[config.mk]
export PLATFORM = sky130hd
export DESIGN_NAME = serial_latch_driver
export DESIGN_NICKNAME = d
export VERILOG_FILES = /design/src/rtl/sdrv_pkg.sv /design/src/rtl/sdrv_edge_detect.sv /design/src/rtl/sdrv_shift_chain.sv /design/src/rtl/sdrv_latch_bank.sv /design/src/rtl/sdrv_out_stage.sv /design/src/rtl/serial_latch_driver.sv
export SDC_FILE = /design/constraint.sdc
export NUM_CORES = 1
export LEC_CHECK = 0
export ABC_AREA = 1
export CAP_MARGIN = 20
export CELL_PAD_IN_SITES_DETAIL_PLACEMENT = 1
export CELL_PAD_IN_SITES_GLOBAL_PLACEMENT = 1
export CORE_ASPECT_RATIO = 1.4
export CORE_MARGIN = 4
export CORE_UTILIZATION = 25
export CTS_BUF_LIST = sky130_fd_sc_hd__clkbuf_4
export CTS_CLUSTER_SIZE = 12
export DETAILED_ROUTE_END_ITERATION = 10
export DONT_BUFFER_PORTS = 1
export GPL_TIMING_DRIVEN = 0
export HOLD_SLACK_MARGIN = 0.05
export PLACE_DENSITY_LB_ADDON = 0.1
export SYNTH_ARGS = -nofsm -noshare
export SYNTH_HDL_FRONTEND = slang
export SYNTH_SLANG_ARGS = --single-unit
[constraint.sdc]
create_clock -name clk -period 2.9 [get_ports clk]
set_clock_uncertainty 0.15 [all_clocks]
set_input_delay 0.145 -clock clk [delete_from_list [all_inputs] [get_ports clk]]
set_output_delay 0.145 -clock clk [all_outputs]
set_load 0.02 [all_outputs]
[src/rtl/sdrv_pkg.sv]
package sdrv_pkg;

    localparam int unsigned SDRV_STAGES_DEF = 24;

    // What the output stage is doing in the current cycle.
    typedef enum logic [1:0] {
        OUT_LIVE      = 2'd0,
        OUT_BLANK_EN  = 2'd1,
        OUT_BLANK_PWR = 2'd2
    } out_mode_e;

endpackage

[src/rtl/sdrv_edge_detect.sv]
module sdrv_edge_detect (
    input  logic clk,
    input  logic rst_n,
    input  logic level_i,
    output logic rise_o
);

    typedef struct packed {
        logic lvl;
    } edge_state_t;

    edge_state_t s_d, s_q;

    always_comb begin
        s_d     = s_q;
        s_d.lvl = level_i;
    end

    // The reset value is 1, so a level that is already high when reset is released is not taken as an edge.
    always_ff @(posedge clk or negedge rst_n) begin
        if (!rst_n) begin
            s_q.lvl <= 1'b1;
        end else begin
            s_q <= s_d;
        end
    end

    assign rise_o = level_i & ~s_q.lvl;

    // two rising edges cannot be reported in consecutive cycles.
    assert_single_rise_R1: assert property (@(posedge clk) disable iff (!rst_n)
        rise_o |=> !rise_o);

endmodule

[src/rtl/sdrv_shift_chain.sv]
module sdrv_shift_chain #(
    parameter int unsigned STAGES = 24
) (
    input  logic              clk,
    input  logic              rst_n,
    input  logic              step_i,
    input  logic              din_i,
    output logic [STAGES-1:0] bits_o,
    output logic [STAGES-1:0] bits_next_o
);

    localparam int unsigned LAST = STAGES - 1;

    typedef struct packed {
        logic [STAGES-1:0] bits;
    } chain_state_t;

    chain_state_t s_d, s_q;

    always_comb begin
        s_d = s_q;
        if (step_i) begin
            s_d.bits = {s_q.bits[LAST-1:0], din_i};
        end
    end

    always_ff @(posedge clk or negedge rst_n) begin
        if (!rst_n) begin
            s_q.bits <= '0;
        end else begin
            s_q <= s_d;
        end
    end

    assign bits_o      = s_q.bits;
    assign bits_next_o = s_d.bits;

    // a step moves every stage up by one and takes in the serial bit.
    assert_step_moves_R1: assert property (@(posedge clk) disable iff (!rst_n)
        step_i |=> (bits_o[LAST:1] == $past(bits_o[LAST-1:0])) && (bits_o[0] == $past(din_i)));

    // without a step the chain holds.
    assert_idle_holds_R1: assert property (@(posedge clk) disable iff (!rst_n)
        !step_i |=> $stable(bits_o));

endmodule

[src/rtl/sdrv_latch_bank.sv]
module sdrv_latch_bank #(
    parameter int unsigned STAGES = 24
) (
    input  logic              clk,
    input  logic              rst_n,
    input  logic              open_i,
    input  logic [STAGES-1:0] d_i,
    output logic [STAGES-1:0] q_o
);

    typedef struct packed {
        logic [STAGES-1:0] held;
    } latch_state_t;

    latch_state_t s_d, s_q;

    always_comb begin
        s_d = s_q;
        if (open_i) begin
            s_d.held = d_i;
        end
    end

    always_ff @(posedge clk or negedge rst_n) begin
        if (!rst_n) begin
            s_q.held <= '0;
        end else begin
            s_q <= s_d;
        end
    end

    assign q_o = s_q.held;

    // a closed latch holds its contents.
    assert_closed_holds_R3: assert property (@(posedge clk) disable iff (!rst_n)
        !open_i |=> $stable(q_o));

    // an open latch follows its chain stage.
    assert_open_follows_R3: assert property (@(posedge clk) disable iff (!rst_n)
        open_i |=> q_o == $past(d_i));

endmodule

[src/rtl/sdrv_out_stage.sv]
module sdrv_out_stage
    import sdrv_pkg::*;
#(
    parameter int unsigned STAGES = 24
) (
    input  logic [STAGES-1:0] latch_i,
    input  logic              blank_i,
    input  logic              pwr_ok_i,
    output logic [STAGES-1:0] drv_n_o
);

    out_mode_e mode;

    // A power failure takes priority over the output-off input.
    always_comb begin
        if (!pwr_ok_i) begin
            mode = OUT_BLANK_PWR;
        end else if (blank_i) begin
            mode = OUT_BLANK_EN;
        end else begin
            mode = OUT_LIVE;
        end
    end

    always_comb begin
        case (mode)
            OUT_LIVE: drv_n_o = ~latch_i;
            default:  drv_n_o = '1;
        endcase
    end

endmodule

[src/rtl/serial_latch_driver.sv]
module serial_latch_driver
    import sdrv_pkg::*;
#(
    parameter int unsigned STAGES = SDRV_STAGES_DEF
) (
    input  logic              clk,
    input  logic              rst_n,
    input  logic              sin,
    input  logic              shift_clk,
    input  logic              latch_open,
    input  logic              out_off,
    input  logic              pwr_ok,
    output logic [STAGES-1:0] drv_n,
    output logic              sout
);

    localparam int unsigned LAST = STAGES - 1;

    logic              step;
    logic [STAGES-1:0] chain_q;
    logic [STAGES-1:0] chain_d;
    logic [STAGES-1:0] latch_q;

    sdrv_edge_detect u_edge (
        .clk     (clk),
        .rst_n   (rst_n),
        .level_i (shift_clk),
        .rise_o  (step)
    );

    sdrv_shift_chain #(.STAGES(STAGES)) u_chain (
        .clk         (clk),
        .rst_n       (rst_n),
        .step_i      (step),
        .din_i       (sin),
        .bits_o      (chain_q),
        .bits_next_o (chain_d)
    );

    sdrv_latch_bank #(.STAGES(STAGES)) u_latch (
        .clk    (clk),
        .rst_n  (rst_n),
        .open_i (latch_open),
        .d_i    (chain_d),
        .q_o    (latch_q)
    );

    sdrv_out_stage #(.STAGES(STAGES)) u_out (
        .latch_i  (latch_q),
        .blank_i  (out_off),
        .pwr_ok_i (pwr_ok),
        .drv_n_o  (drv_n)
    );

    assign sout = chain_q[LAST];

    // a step moves the serial output to the value of the stage below the last one.
    assert_sout_step_R2: assert property (@(posedge clk) disable iff (!rst_n)
        step |=> sout == $past(chain_q[LAST-1]));

    // the serial output does not move without a step.
    assert_sout_idle_R2: assert property (@(posedge clk) disable iff (!rst_n)
        !step |=> $stable(sout));

    // with power good and outputs enabled, each output is the inverse of its latch.
    assert_live_inverts_R4: assert property (@(posedge clk) disable iff (!rst_n)
        (pwr_ok && !out_off) |-> drv_n == ~latch_q);

    // the output-off input blanks every output.
    assert_off_blanks_R5: assert property (@(posedge clk) disable iff (!rst_n)
        out_off |-> &drv_n);

    // a power failure blanks every output.
    assert_pwr_blanks_R6: assert property (@(posedge clk) disable iff (!rst_n)
        !pwr_ok |-> &drv_n);

endmodule

==> run_results.csv, run 1 <==
group,metric,value,unit
sta,setup_violations,0,
power,ir_drop,0.2122,mV
clock_network,root_buffer,"clkbuf_4",
grt,grt_overflow_total,0,
detailed_routing,drc,0,
sta,fin_setup_tns,0,ns
grt,antenna_found_initial,0,
sta,tightest_slew,0.2656,ns
detailed_routing,drt_iter0_markers,50,
detailed_routing,wl_met2,2717,um
logic_synthesis,ys_seq_area_frac,0.5496,
placed_design,place_congestion,0.6447,
final_layout,nFillCells,1057,
critical_path,worstPathArrival,1.44,ns
logic_synthesis,avgSynthCellArea,8.557,sq um
grt,grt_pass1_wl,9114,um
floorplanning,pin_count,32,
critical_path,worstSetupPathType,"reg2reg",
clock_network,cts.sinks,49,
final_layout,layout-drive-gt1-share,0.1282,
clock_network,post_cts_buffers,0,
floorplanning,initial_core_util,0.2579,
detailed_routing,met1_length,2369,um
logic_synthesis,ys_seq_elements,49,
detailed_routing,drt_wl_total,5353,um
clock_network,ctsResizeCount,0,
clock_network,clock_path_buffers,2,
final_layout,fin_cells,378,
sta,rsz0062_at_grt,"false",
sta,timing.final.max_slew_violations,0,
flow_run,maxCapViolations,0,
detailed_routing,dr_total_vias,1652,
critical_path,end_kind,"register",
detailed_routing,first_pass_iters,4,
logic_synthesis,synthesis.area,0.002233,sq mm
critical_path,cp-start-kind,"register",
grt,grt_max_degree,50,
detailed_routing,route.met3.wl,208,um
detailed_routing,post_drt_wl_per_cell,14.16,um
grt,grt_pass1_vias,1810,
placed_design,portBuffers,0,
floorplanning,dieArea,0.01053,sq mm
detailed_routing,dr.max_layer_used,"met4",
placed_design,dp_hpwl,3655,um
final_layout,register_area,0.001227,sq mm
clock_network,clkLatencyLatePin,0.36,ns
critical_path,worstPathRequired,3.01,ns
logic_synthesis,synth_nets,268,
final_layout,fin_nets,280,
clock_network,htree_num_levels,2,
final_layout,n_antenna_cell,0,
logic_synthesis,ys.warnings.count,0,
final_layout,final_util,0.2866,
clock_network,clkSlewWorstSetupHoldPaths,0.14,ns
logic_synthesis,netlist_instances,261,
hold_path,min_path_type,"in2async",
sta,finalCritPeriodShare,0.4599,
floorplanning,fp-row-count,40,
sta,fmax,749.8,MHz
detailed_routing,ant_nets,0,
clock_network,cts_buffers,5,
final_layout,multiInputGateArea,793.3,sq um
power,p_per_area,555.3,mW/mm^2
status,outcome,"complete, no violations",
logic_synthesis,yosysUniqueCellTypes,14,
clock_network,hold_buffers,5,
critical_path,crit_fanout,10,
clock_network,tritoncts,"done",
sta,fin_crit,1.334,ns
placed_design,placed_cells,366,
floorplanning,die_w,87.88,um
floorplanning,core_area,0.008658,sq mm
final_layout,area_growth,11.09,%
sta,hold_violations,0,
sta,max-slew-margin-rel,0.8229,
grt,track_usage,0.1128,
floorplanning,die_y,119.8,um
power,p_leak,0.001205,uW
detailed_routing,vias_per_cell,4.370,
[metrics by stage]
step                      hold WS (ns)  power [uW]  instance area (sq um)  setup slack, ns
after floorplan                -0.3006        1010                   2233            1.672
after global placement         -0.2988        1063                   2365            1.553
after detailed placement       -0.2977        1067                   2365            1.556
after CTS                       0.1317        1418                   2481            1.532
after global routing            0.1262        1488                   2481            1.483
final                           0.1288        1378                   2481            1.566
[power breakdown]
group	leakage, uW	total (uW)	internal [uW]	switching, uW
combinational	0.000679	265	92.2	172
sequential	0.000497	803	769	34.1
clock	0.0000292	310	98.1	212
total	0.00120	1380	960	418
[area by class of cell]
class	count	share of cell area
repair buffers	5	0.02723
clock inverters	1	0.001513
flip-flops and latches	49	0.4947
clock buffers	6	0.01815
plain buffers	14	0.04337
well taps	105	0.05295
inverters	28	0.04236
multi-input cells	170	0.3197
[kinds of logic (layout without fill, tap and decap cells)]
logic type	after synthesis	in the layout	synth area share
buffers and inverters	42	54	0.09523
flip-flops	49	49	0.5496
AND/OR/NAND/NOR	170	170	0.3552
[cells in the mapped netlist]
master / number / area share
nor2_2: 1 / 0.0028
dfstp_2: 1 / 0.012
and2_1: 24 / 0.067
nand3_1: 48 / 0.11
buf_8: 1 / 0.0067
buf_6: 2 / 0.010
buf_4: 6 / 0.020
inv_2: 1 / 0.0017
dfrtp_1: 48 / 0.54
inv_1: 27 / 0.045
nand2_1: 86 / 0.14
nand2_2: 10 / 0.028
buf_2: 5 / 0.011
nand2_4: 1 / 0.0050
[critical path, stage by stage (launching register included)]
cell     delay [ns]
dfstp_2        0.55
inv_2          0.07
nand2_4        0.11
buf_6          0.16
nand2_1        0.07
and2_1         0.14
[worst paths after layout]
kind	slack [ns]	to	from	cells after the start
worst max-delay path	1.57	u_chain.bits_o[8]	u_edge.s_q	5
worst min register to register	0.35	u_latch.q_o[8]	u_latch.q_o[8]	2
min in group clk	0.22	u_edge.s_q	shift_clk	1
worst max register to register	1.57	u_chain.bits_o[8]	u_edge.s_q	5
max in group asynchronous	2.19	u_edge.s_q	rst_n	2
worst min-delay path	0.13	u_latch.q_o[23]	rst_n	2
[sequential cells by signal, summed over array words and instances, names as in the netlist]
name and cells:
u_chain.bits_o 24, u_latch.q_o 24, u_edge.s_q 1
[routing by layer]
layer	vias to the layer above	track usage
met5	-	0
met4	0	0.03167
met3	4	0.03159
met2	25	0.1934
met1	809	0.1357
li1	814	-
[placed cells by master (no fill, tap or decap), drive strengths merged]
master	n
and2	24
buf	15
clkbuf	6
clkinv	1
dfrtp	48
dfstp	1
dlygate4sd3	4
inv	28
nand2	97
nand3	48
nor2	1
(Power assumes the default switching activity.)
==> run 2: changes to the inputs <==
==> constraint.sdc (replaced) <==
create_clock -name clk -period 1.14 [get_ports clk]
set_clock_uncertainty 0.15 [all_clocks]
set_input_delay 0.057 -clock clk [delete_from_list [all_inputs] [get_ports clk]]
set_output_delay 0.057 -clock clk [all_outputs]
set_load 0.02 [all_outputs]
==> run 2 against run 1 <==
  * The flow now finishes with violations (hold timing, setup timing)
  * First-iteration DRC count is 2.0% higher
  * Utilization is 4.5 points higher
  * Sequential share of layout area down 6.7 points
  * Clock-buffer cell count fell by 1
  * Clock power grew to 2.6 times the previous value
  * Sequential power increased to 2.6 times the previous value
  * Largest power group unchanged
  * Highest routed layer unchanged
==> run_results.csv, run 2 (synthesis results as in run 1) <==
group,metric,value,unit
status,outcome,"finished, violations left",
status,violations,"hold timing, setup timing",
grt,grt_max_degree,50,
placed_design,place_area,0.002365,sq mm
floorplanning,fp-row-count,40,
detailed_routing,drt_iter0_markers,51,
clock_network,root_buffer,"clkbuf_4",
detailed_routing,vias_per_cell,4.485,
sta,tightest_slew,0.3137,ns
sta,fin_setup_tns,-7.287,ns
critical_path,cpPeakStageDelay,0.57,ns
power,p_leak,0.001413,uW
critical_path,worstPathRequired,1.25,ns
critical_path,cp-start-kind,"register",
floorplanning,pin_count,32,
hold_path,min_path_type,"in2async",
final_layout,fin_nets,293,
placed_design,place_congestion,0.6666,
critical_path,crit_fanout,7,
floorplanning,initial_core_util,0.2579,
clock_network,cts.sinks,49,
detailed_routing,first_pass_iters,3,
sta,rsz0062_at_grt,"true",
detailed_routing,post_drt_wl_per_cell,14.76,um
final_layout,final_cell_area,0.002873,sq mm
placed_design,portBuffers,0,
sta,fin_crit,1.334,ns
detailed_routing,drt_wl_total,5786,um
critical_path,cp_top_family,"flip-flops",
detailed_routing,drc,0,
critical_path,path_buf_inv,2,
clock_network,htree_num_levels,2,
floorplanning,dieArea,0.01053,sq mm
clock_network,tritoncts,"done",
sta,timing.final.max_slew_violations,0,
clock_network,clkSlewWorstSetupHoldPaths,0.15,ns
detailed_routing,dr_total_vias,1758,
critical_path,critPathSlowestCell,"dfstp_2",
clock_network,clock_path_buffers,2,
grt,track_usage,0.1176,
floorplanning,core_area,0.008658,sq mm
critical_path,path_cells,"inv_4 -> nand2_8 -> clkbuf_16 -> nand2_2 -> and2_1",
grt,antenna_found_initial,0,
clock_network,clkLatencyLatePin,0.36,ns
sta,holdWs,-0.7837,ns
grt,grt_overflow_total,0,
final_layout,n_antenna_cell,0,
final_layout,layout-drive-gt1-share,0.3833,
sta,hold_violations,49,
grt,grt_pass1_vias,1880,
critical_path,worstSetupPathType,"reg2reg",
sta,max-slew-margin-rel,0.7906,
final_layout,area_growth,28.63,%
sta,worst_slack,-0.1942,ns
placed_design,dp_hpwl,3677,um
final_layout,final_cell_mix,"nand2_1 (51), dfrtp_1 (48), nand2_2 (37), nand3_1 (29), inv_1 (27)",
sta,setup_violations,50,
critical_path,worstPathArrival,1.44,ns
final_layout,layout_commonest_cell,"nand2_1",
flow_run,maxCapViolations,0,
sta,fmax,749.5,MHz
floorplanning,die_w,87.88,um
clock_network,cts_buffers,5,
power,p_per_area,1308,mW/mm^2
sta,finalCritPeriodShare,1.170,
power,ir_drop,0.5312,mV
critical_path,end_kind,"register",
floorplanning,die_y,119.8,um
grt,grt_pass1_wl,9501,um
detailed_routing,ant_nets,0,
run 2: per-layer routing:
metal | track usage | part of all wire
met2 | 0.2085 | 0.53
met5 | 0 | 0
met3 | 0.02747 | 0.038
met4 | 0.03167 | 0.0093
met1 | 0.1392 | 0.42
run 2: layout make-up:
type	instances	area (sq um)
clock inverters	3	12.51
inverters	28	107.6
clock buffers	5	37.54
multi-input cells	170	1047
fillers	1022	5786
well taps	105	131.4
plain buffers	14	121.4
repair buffers	18	187.7
flip-flops and latches	49	1227
run 2: worst paths after layout:
check	end	depth (start not counted)	startpoint	slack [ns]
min in group clk	u_edge.s_q	1	shift_clk	0.13
min	u_latch.q_o[23]	0	rst_n	-0.78
max in group asynchronous	u_edge.s_q	0	rst_n	1.45
max	u_chain.bits_o[13]	5	u_edge.s_q	-0.19
min reg2reg	u_latch.q_o[16]	2	u_latch.q_o[16]	0.37
max reg2reg	u_chain.bits_o[13]	5	u_edge.s_q	-0.19
run 2: timing repair:
item                                   4_1_cts  5_1_grt
pin swaps                                    6        2
resized for setup                           72        7
setup buffers                                4        7
hold buffers                                 4        1
setup endpoints to repair                   72       72
endpoints found under the hold margin       61       57
cloned                                       1        1
run 2: power by group:
group          leakage [uW]  internal, uW  switching, uW  total [uW]
Combinational      0.000886           386            510         896
Clock             0.0000300           225            568         793
Sequential         0.000497          1960            110        2070
Total               0.00141          2570           1190        3760
run 2: stage by stage:
stage	setup WS [ns]	utilization	hold slack [ns]	cells	power, uW
final	-0.1942	0.3318	-0.7837	392	3757
after global routing	-0.2274	0.3318	-0.8280	392	4019
after CTS	-0.2004	0.3182	-0.8076	383	3762
after detailed placement	-0.2059	0.2731	-0.3863	366	2716
after global placement	-0.1973	0.2731	-0.3861	366	2702
after floorplan	-0.08778	-	-0.3886	261	2570
run 2: worst register-to-register path: stages, from the launching register on:
cell	delay (ns)
dfstp_2	0.57
inv_4	0.06
nand2_8	0.11
clkbuf_16	0.17
nand2_2	0.05
and2_1	0.13
==> run 3: changes to the inputs <==
--- a/config.mk
+++ b/config.mk
@@ -18,7 +18,7 @@
 export DONT_BUFFER_PORTS = 1
 export GPL_TIMING_DRIVEN = 0
 export HOLD_SLACK_MARGIN = 0.05
-export PLACE_DENSITY_LB_ADDON = 0.1
+export PLACE_DENSITY_LB_ADDON = 0.12
 export SYNTH_ARGS = -nofsm -noshare
 export SYNTH_HDL_FRONTEND = slang
 export SYNTH_SLANG_ARGS = --single-unit
==> run 3 against run 2 <==
  * Worst hold slack got worse by 0.0063 ns
  * The run still ends with hold timing, setup timing left
  * Critical path depth unchanged
  * Critical path type unchanged
  * Via count grew 1.9%
  * Largest cell class unchanged
  * Maximum frequency grew 0.92%
==> run_results.csv, run 3 (synthesis results as in run 1) <==
group,metric,value,unit
final_layout,n_antenna_cell,0,
detailed_routing,drt_wl_total,5891,um
floorplanning,die_w,87.88,um
critical_path,worstPathRequired,1.27,ns
sta,worst_slack,-0.1821,ns
power,p_leak,0.001459,uW
detailed_routing,ant_nets,0,
grt,grt_max_degree,50,
critical_path,end_kind,"register",
critical_path,worstSetupPathType,"reg2reg",
clock_network,clock_path_buffers,2,
power,p_sw_frac,0.3135,
floorplanning,fp-row-count,40,
clock_network,clkLatencyLatePin,0.36,ns
final_layout,register_area,0.001227,sq mm
placed_design,place_area,0.002365,sq mm
final_layout,multiInputGateArea,0.001065,sq mm
flow_run,maxCapViolations,0,
placed_design,dp_hpwl,3684,um
sta,fmax,756.4,MHz
sta,tightest_slew,0.3318,ns
detailed_routing,dr_total_vias,1791,
critical_path,cp-start-kind,"register",
clock_network,clkSlewWorstSetupHoldPaths,0.15,ns
grt,antenna_found_initial,0,
detailed_routing,vias_per_cell,4.478,
final_layout,fin_nets,301,
sta,finalCritPeriodShare,1.160,
critical_path,worstPathArrival,1.45,ns
final_layout,layout_commonest_cell,"nand2_1",
power,p_seq_frac,0.549,
sta,max-slew-margin-rel,0.7788,
clock_network,tritoncts,"done",
floorplanning,initial_core_util,0.2579,
power,power_frac_clock,0.211,
power,ir_drop,0.4206,mV
sta,fin_crit,1.322,ns
status,violations,"hold timing, setup timing",
clock_network,htree_num_levels,2,
clock_network,hold_buffers,4,
hold_path,min_path_type,"in2async",
final_layout,layout-drive-gt1-share,0.4068,
placed_design,place_congestion,0.6763,
sta,setup_violations,48,
grt,grt_pass1_vias,1977,
final_layout,area_growth,32.04,%
detailed_routing,post_drt_wl_per_cell,14.73,um
detailed_routing,drc,0,
floorplanning,dieArea,0.01053,sq mm
sta,timing.final.max_slew_violations,0,
grt,track_usage,0.1206,
placed_design,portBuffers,0,
floorplanning,die_y,119.8,um
clock_network,root_buffer,"clkbuf_4",
final_layout,final_cell_mix,"nand2_1 (54), dfrtp_1 (48), nand2_2 (32), inv_1 (27), nand3_1 (27)",
sta,hold_violations,49,
power,p_per_area,1276,mW/mm^2
grt,grt_overflow_total,0,
power,combPwrFrac,0.239,
final_layout,nFillCells,1023,
final_layout,final_cell_area,0.002949,sq mm
clock_network,cts.sinks,49,
power,p_switching,1179,uW
detailed_routing,drt_iter0_markers,78,
grt,grt_pass1_wl,9756,um
status,outcome,"finished, violations left",
clock_network,cts_buffers,5,
sta,rsz0062_at_grt,"true",
critical_path,crit_fanout,5,
floorplanning,pin_count,32,
sta,holdWs,-0.7900,ns
power,p_int,2582,uW
detailed_routing,first_pass_iters,4,
floorplanning,core_area,0.008658,sq mm
run 3: what timing repair did:
| action | CTS | global route |
|---|---|---|
| endpoints found under the setup margin | 72 | 72 |
| setup buffers | 9 | 11 |
| gates resized for setup | 60 | 22 |
| hold endpoints to repair | 63 | 49 |
| gates cloned | 1 | 1 |
| pin swaps | 2 | 2 |
run 3: power groups by stage:
stage / clock (uW) / combinational [uW] / sequential [uW]
floorplan: 0 / 514 / 2060
global placement: 0 / 631 / 2080
detailed placement: 0 / 636 / 2080
CTS: 853 / 790 / 2070
global route: 930 / 1010 / 2100
finish: 795 / 900 / 2070
run 3: worst paths after layout:
path	from	to	slack, ns	cells past startpoint
worst max-delay path	u_edge.s_q	u_chain.bits_o[7]	-0.18	5
worst max register to register	u_edge.s_q	u_chain.bits_o[7]	-0.18	5
min in group clk	shift_clk	u_edge.s_q	0.11	1
worst min-delay path	rst_n	u_latch.q_o[0]	-0.79	0
max in group asynchronous	rst_n	u_edge.s_q	1.46	0
worst min register to register	u_latch.q_o[5]	u_latch.q_o[5]	0.37	2
run 3: critical path: stages (launching register included):
cell and delay [ns]:
dfstp_2 0.59, inv_6 0.05, nand2_8 0.10, clkbuf_16 0.15, nand2_1 0.06, and2_1 0.13
run 3: per-stage QoR:
step                power (uW)  std cells  utilization  TNS (ns)  setup WS (ns)
detailed placement        2720        366       0.2731    -8.026        -0.2331
CTS                       3713        388       0.3188    -8.197        -0.1999
floorplan                 2570        261            -    -2.746       -0.08778
global placement          2709        366       0.2731    -7.871        -0.2132
global route              4034        400       0.3406    -10.23        -0.2108
finish                    3762        400       0.3406    -7.204        -0.1821
run 3: cell type report:
class | instances | area share
buffer | 14 | 0.04031
clock buffer | 5 | 0.01273
inverter | 28 | 0.03734
tap | 105 | 0.04455
sequential | 49 | 0.4162
multi-input combinational | 170 | 0.3611
clock inverter | 3 | 0.004243
timing repair buffer | 26 | 0.08358
run 3: layer usage:
metal  track usage  vias to the layer above  share of wire
met5             0                        -              0
met3       0.02679                        6          0.031
li1              -                      860              -
met4       0.03455                        0          0.013
met2        0.2165                       24           0.54
met1        0.1401                      901           0.42
